[src/rtl/devid_pkg.sv]
package devid_pkg;

    localparam int MFR_W   = 12;
    localparam int PART_W  = 9;
    localparam int REV_W   = 3;
    localparam int ID_W    = MFR_W + PART_W + REV_W;
    localparam int BYTE_W  = 8;
    localparam int NBYTES  = ID_W / BYTE_W;
    localparam int PTR_W   = (NBYTES > 1) ? $clog2(NBYTES) : 1;
    localparam int ADDR_W  = 7;

    localparam logic [BYTE_W-1:0] RSV_ID_WR = 8'hF8;
    localparam logic [BYTE_W-1:0] RSV_ID_RD = 8'hF9;

    typedef enum logic [2:0] {
        ST_IDLE,
        ST_EXP_RW,
        ST_EXP_OWN,
        ST_EXP_SR,
        ST_EXP_RR,
        ST_SEND
    } seq_state_t;

    typedef struct packed {
        logic              start;
        logic              stop;
        logic              byte_v;
        logic [BYTE_W-1:0] data;
        logic              mack_v;
        logic              mack_nack;
    } bus_ev_t;

    function automatic logic [ID_W-1:0] pack_id(
        input logic [MFR_W-1:0]  mfr,
        input logic [PART_W-1:0] part,
        input logic [REV_W-1:0]  rev
    );
        return {mfr, part, rev};
    endfunction

endpackage

[src/rtl/devid_seq.sv]
module devid_seq
    import devid_pkg::*;
(
    input  logic              clk,
    input  logic              rst,
    input  logic [ADDR_W-1:0] own_addr,
    input  bus_ev_t           ev,
    output logic              ack_q,
    output logic              send_q,
    output logic              send_nxt,
    output logic              adv
);

    seq_state_t st_q, st_d;
    logic       ack_d;

    always_comb begin
        st_d  = st_q;
        ack_d = ack_q;
        adv   = 1'b0;
        if (ev.stop) begin
            st_d  = ST_IDLE;
            ack_d = 1'b0;
        end else if (ev.start) begin
            ack_d = 1'b0;
            st_d  = (st_q == ST_EXP_SR) ? ST_EXP_RR : ST_EXP_RW;
        end else if (ev.byte_v) begin
            ack_d = 1'b0;
            st_d  = ST_IDLE;
            case (st_q)
                ST_EXP_RW: if (ev.data == RSV_ID_WR) begin
                    st_d  = ST_EXP_OWN;
                    ack_d = 1'b1;
                end
                ST_EXP_OWN: if (ev.data[BYTE_W-1:1] == own_addr) begin
                    st_d  = ST_EXP_SR;
                    ack_d = 1'b1;
                end
                ST_EXP_RR: if (ev.data == RSV_ID_RD) begin
                    st_d  = ST_SEND;
                    ack_d = 1'b1;
                end
                default: st_d = ST_IDLE;
            endcase
        end else if (ev.mack_v) begin
            ack_d = 1'b0;
            if (st_q == ST_SEND) begin
                if (ev.mack_nack) st_d = ST_IDLE;
                else              adv  = 1'b1;
            end
        end
    end

    always_ff @(posedge clk) begin
        if (rst) begin
            st_q  <= ST_IDLE;
            ack_q <= 1'b0;
        end else begin
            st_q  <= st_d;
            ack_q <= ack_d;
        end
    end

    assign send_q   = (st_q == ST_SEND);
    assign send_nxt = (st_d == ST_SEND);

endmodule

[src/rtl/devid_ptr.sv]
module devid_ptr
    import devid_pkg::*;
(
    input  logic             clk,
    input  logic             rst,
    input  logic             hold_zero,
    input  logic             adv,
    output logic [PTR_W-1:0] ptr
);

    localparam logic [PTR_W-1:0] LAST = PTR_W'(NBYTES - 1);

    always_ff @(posedge clk) begin
        if (rst || hold_zero) begin
            ptr <= '0;
        end else if (adv) begin
            ptr <= (ptr == LAST) ? '0 : ptr + 1'b1;
        end
    end

endmodule

[src/rtl/devid_mux.sv]
module devid_mux
    import devid_pkg::*;
#(
    parameter logic [ID_W-1:0] ID_WORD = '0
) (
    input  logic              en,
    input  logic [PTR_W-1:0]  ptr,
    output logic [BYTE_W-1:0] out_byte
);

    logic [BYTE_W-1:0] id_bytes [NBYTES];

    for (genvar g = 0; g < NBYTES; g++) begin : g_slice
        assign id_bytes[g] = ID_WORD[ID_W-1-BYTE_W*g -: BYTE_W];
    end

    always_comb begin
        out_byte = '0;
        for (int i = 0; i < NBYTES; i++) begin
            if (en && (ptr == PTR_W'(i))) out_byte = id_bytes[i];
        end
    end

endmodule

[src/rtl/devid_responder.sv]
module devid_responder
    import devid_pkg::*;
#(
    parameter logic [MFR_W-1:0]  MFR_ID  = 12'hA5C,
    parameter logic [PART_W-1:0] PART_ID = 9'h13B,
    parameter logic [REV_W-1:0]  REV_ID  = 3'd5
) (
    input  logic        clk,
    input  logic        rst,
    input  logic [6:0]  own_addr,
    input  logic        ev_start,
    input  logic        ev_stop,
    input  logic        ev_byte,
    input  logic [7:0]  rx_byte,
    input  logic        ev_mack,
    input  logic        mack_nack,
    output logic        ack_en,
    output logic        tx_en,
    output logic [7:0]  tx_byte
);

    localparam logic [ID_W-1:0]   ID_WORD    = pack_id(MFR_ID, PART_ID, REV_ID);
    localparam logic [BYTE_W-1:0] FIRST_BYTE = ID_WORD[ID_W-1 -: BYTE_W];

    bus_ev_t          ev;
    logic             send_nxt;
    logic             adv;
    logic [PTR_W-1:0] ptr;

    assign ev = '{start: ev_start, stop: ev_stop, byte_v: ev_byte,
                  data: rx_byte, mack_v: ev_mack, mack_nack: mack_nack};

    devid_seq u_seq (
        .clk      (clk),
        .rst      (rst),
        .own_addr (own_addr),
        .ev       (ev),
        .ack_q    (ack_en),
        .send_q   (tx_en),
        .send_nxt (send_nxt),
        .adv      (adv)
    );

    devid_ptr u_ptr (
        .clk       (clk),
        .rst       (rst),
        .hold_zero (!send_nxt),
        .adv       (adv),
        .ptr       (ptr)
    );

    devid_mux #(.ID_WORD(ID_WORD)) u_mux (
        .en       (tx_en),
        .ptr      (ptr),
        .out_byte (tx_byte)
    );

endmodule

[config.mk]
export PLATFORM = sky130hd
export DESIGN_NAME = devid_responder
export DESIGN_NICKNAME = d
export VERILOG_FILES = /design/src/rtl/devid_pkg.sv /design/src/rtl/devid_seq.sv /design/src/rtl/devid_ptr.sv /design/src/rtl/devid_mux.sv /design/src/rtl/devid_responder.sv
export SDC_FILE = /design/constraint.sdc
export NUM_CORES = 1
export LEC_CHECK = 0
export CORE_MARGIN = 2
export CORE_UTILIZATION = 38
export DETAILED_ROUTE_END_ITERATION = 16
export PLACE_DENSITY = 0.77
export SLEW_MARGIN = 20
export SYNTH_ARGS = -nofsm -noshare
export SYNTH_HDL_FRONTEND = slang
export SYNTH_SLANG_ARGS = --single-unit
[constraint.sdc]
create_clock -name clk -period 2 [get_ports clk]
set_input_delay 0.3 -clock clk [delete_from_list [all_inputs] [get_ports clk]]
set_output_delay 0.3 -clock clk [all_outputs]
set_load 0.01 [all_outputs]
==> summary.txt <==
Floorplanning
  – Die H: 44.5 um
  – Core footprint: around 1500 um^2
  – Io pins: 32
  – Die W: 44.5 um
  – Rows: 14
  – Die area: between 1500 and 2000 um^2
  – Initial core utilization: 41.0%

Timing
  – Fin crit period: 1910 ps
  – Slew headroom: ~61%
  – Slew @ Worst Pin: 572 ps
  – Fin. Hold Viols: 0
  – Max-slew violations: 0
  – FMAX: roughly 520 MHz
  – Final Cycle Share: 95.3%
  – RSZ-0062 raised after global routing: no
  – Clk_skew: 1.96 ps
  – Worst hold margin: 515 ps
  – Setup_tns: 0 ps
  – Final worst slack: 94.1 ps
  – Final setup vio count: 0

Worst setup path
  – Slowest-stage cell, CP: clkdlybuf4s50_1
  – CP endpoint kind: output port
  – Startpoint types: flip-flop
  – Arrival time worst endpoint: 1610 ps
  – Crit path required time: 1700 ps
  – Max incr delay on CP: 550 ps
  – Crit Path Category: flip-flop to output port
  – R2R setup slack: 280 ps
  – Cell depth of the worst flop-to-flop path: 8
  – R2r startpoint: u_seq.st_q[1]$_SDFF_PP0_
  – Reg-to-Reg End: u_ptr.ptr[0]$_SDFFE_PP0P_
  – CP Max Fanout: 8
  – CP Cell Sequence: nand3b_1, buf_4, a21oi_2, clkdlybuf4s50_1

Clock tree
  – Root buf cell: clkbuf_4
  – Clk sinks: 6
  – Clk Latency, worst-skew pair: 250 ps
  – Hold Buf Count CTS: 0
  – Clock slew at reported path FFs: 40 ps
  – H-tree depth: 1
  – CTS buffer count: 3
  – CTS Buffer Depth: 2
  – TritonCTS clock tree: yes

Yosys
  – Yosys reg bits: 6
  – Seq/Total Area, Yosys: between 10% and 20%
  – Synth top area cells: dfxtp_1 (19%), xnor2_1 (8.4%), nor3_1 (4.8%)
  – Yosys Warn Count: 0
  – Syn Inst Count: 80
  – Syn avg cell area: 7.80 um^2
  – Post-synth EDFFs: 0
  – Share of the synthesized area in the top cell type: 19.2%
  – Synth cell types: 35
  – Ys async rst share: 0%
  – Cell Area, Synth: around 620 um^2
  – Dominant synthesized flop cell: dfxtp_1
  – Syn nets: roughly 100
  – Cell taking the most area after synthesis: dfxtp_1

Detailed routing
  – Vias: 737
  – Detailed Routing Iterations Pass 1: 4
  – WL final: 1.68 mm
  – Met3 wire length: between 100 and 150 um
  – Via-per-instance ratio: 5.42
  – DR top layer: met4
  – DR WL/cell: 12.3 um
  – DRC: 0
  – Post-route met1 wirelength: ~680 um
  – Wire length on met2: 838 um
  – Antenna-violating nets left: 0
  – Starting DRT DRC Count: 18

Global routing
  – First-pass GRT wire length: 2.82 mm
  – All-Layer GR Usage: 19.5%
  – Largest net degree at the start of global routing: 10
  – Antenna violations before repair: 0
  – Vias in the first global route: 690
  – Remaining global-route overflow: 0

Power
  – Logic pwr share: ~29%
  – P per Cell Area: 323 nW/um^2
  – Int Pwr: 251 uW
  – Net Switching: about 81 uW
  – Lkg Pwr: 0.395 nW
  – Clock network power share: 33.8%
  – Sequential power share: 37.4%
  – Worst VDD drop: ~0.17 mV
  – Switching part of the total: about a quarter
  – Pwr Total: 332 uW

Status
  – Outcome: complete, no violations

Worst hold path
  – Min-Delay Endpoint: u_seq.ack_q$_SDFFE_PP0P_
  – Hold depth: 2
  – Worst Min Path Start: u_seq.ack_q$_SDFFE_PP0P_
  – HP Class: flip-flop to flip-flop

Placement
  – Gpl congestion: 0.824
  – Port bufs: 30
  – Placed wire-length estimate: 1.35 mm
  – Post-DP Area: 963 um^2
  – Post-Place Setup Slack: -56.1 ps

Final layout
  – Growth of design area from synthesis to finish: 64.7%
  – ANT cells: 0
  – Fraction of layout cells with a size suffix above 1: 24.2%
  – # fillers: 127
  – NumNets Final: 144
  – Post-route cell area: 1030 um^2

Flow run
  – Max Cap Violations: 0
cell usage after synthesis (3+ instances only):
cell type / count
nor2_1: 7
nor2b_1: 3
nor3_1: 6
a21oi_1: 3
nand3_1: 3
buf_4: 4
nor3b_1: 3
inv_1: 5
dfxtp_1: 6
xnor2_1: 6
nand2_1: 6
power groups by stage:
stage | clock (mW) | combinational [mW] | sequential, mW
finish | 0.112 | 0.0953 | 0.124
global route | 0.126 | 0.103 | 0.124
CTS | 0.116 | 0.0955 | 0.124
detailed placement | 0 | 0.0951 | 0.126
global placement | 0 | 0.0939 | 0.126
floorplan | 0 | 0.0332 | 0.124
final cells by class:
type	count	area (um^2)	share of cell area (%)
Multi-Input combinational cell	62	440	42.8
Timing Repair Buffer	44	404	39.3
Sequential cell	6	123	11.9
Clock buffer	3	22.5	2.19
Tap cell	16	20.0	1.95
Inverter	5	18.8	1.82
per-stage QoR:
stage	std cells	util (%)
after detailed placement	129	63.2
after floorplan	80	-
after global placement	129	63.2
final	136	67.5
after global routing	136	67.5
after CTS	134	66.0
worst max-delay path, delay by kind of cell, from the launching register on:
| family | cells | cell delay [ps] |
|---|---|---|
| AO/OA/AOI/OAI | 1 | 120 |
| buffers and inverters | 2 | 720 |
| flip-flops | 1 | 360 |
| AND/OR/NAND/NOR | 1 | 170 |
routing by layer:
layer | global-route usage (%) | vias to the layer above
met4 | 12.1 | 0
met1 | 20.5 | 331
met5 | 0 | -
met2 | 35.1 | 35
met3 | 3.67 | 4
li1 | - | 367
sequential cells by signal (all words and copies together) (netlist names):
signal	flops
u_ptr.ptr	2
u_seq.st_q	3
u_seq.ack_q	1
repair_timing:
item                                    in CTS  in global routing
pin swaps                                    1                  0
endpoints found under the setup margin       6                  7
setup buffers                                2                  2
gates resized for setup                      4                  2
kinds of logic after synthesis:
group,after synthesis,share of synthesized area (%)
AND/OR/NAND/NOR,40,40.7
buffers and inverters,12,12.0
multiplexers,1,1.80
other,1,0.601
XOR/XNOR,8,11.2
AO/OA/AOI/OAI,12,14.4
flip-flops,6,19.2
worst max path at each step:
stage / start / to / slack (ps)
5_1_grt: u_seq.st_q[1]$_SDFF_PP0_ / tx_byte[6] / 20
3_3_place_gp: rx_byte[1] / u_seq.ack_q$_SDFFE_PP0P_ / -50
6_report: u_seq.st_q[1]$_SDFF_PP0_ / tx_byte[7] / 90
4_1_cts: u_seq.st_q[1]$_SDFF_PP0_ / tx_byte[6] / 10
3_5_place_dp: rx_byte[1] / u_seq.ack_q$_SDFFE_PP0P_ / -60
2_1_floorplan: ev_stop / u_ptr.ptr[0]$_SDFFE_PP0P_ / 430
placed cells by master (no fill, tap or decap), types with 4 or more instances in the layout:
| cell | instances |
|---|---|
| nor2_1 | 6 |
| dfxtp_1 | 4 |
| clkdlybuf4s50_1 | 29 |
| inv_1 | 5 |
| xnor2_1 | 6 |
| nor3_1 | 5 |
| nand2_1 | 6 |
| buf_4 | 14 |
Note: power is estimated with default switching activity, not from simulation.
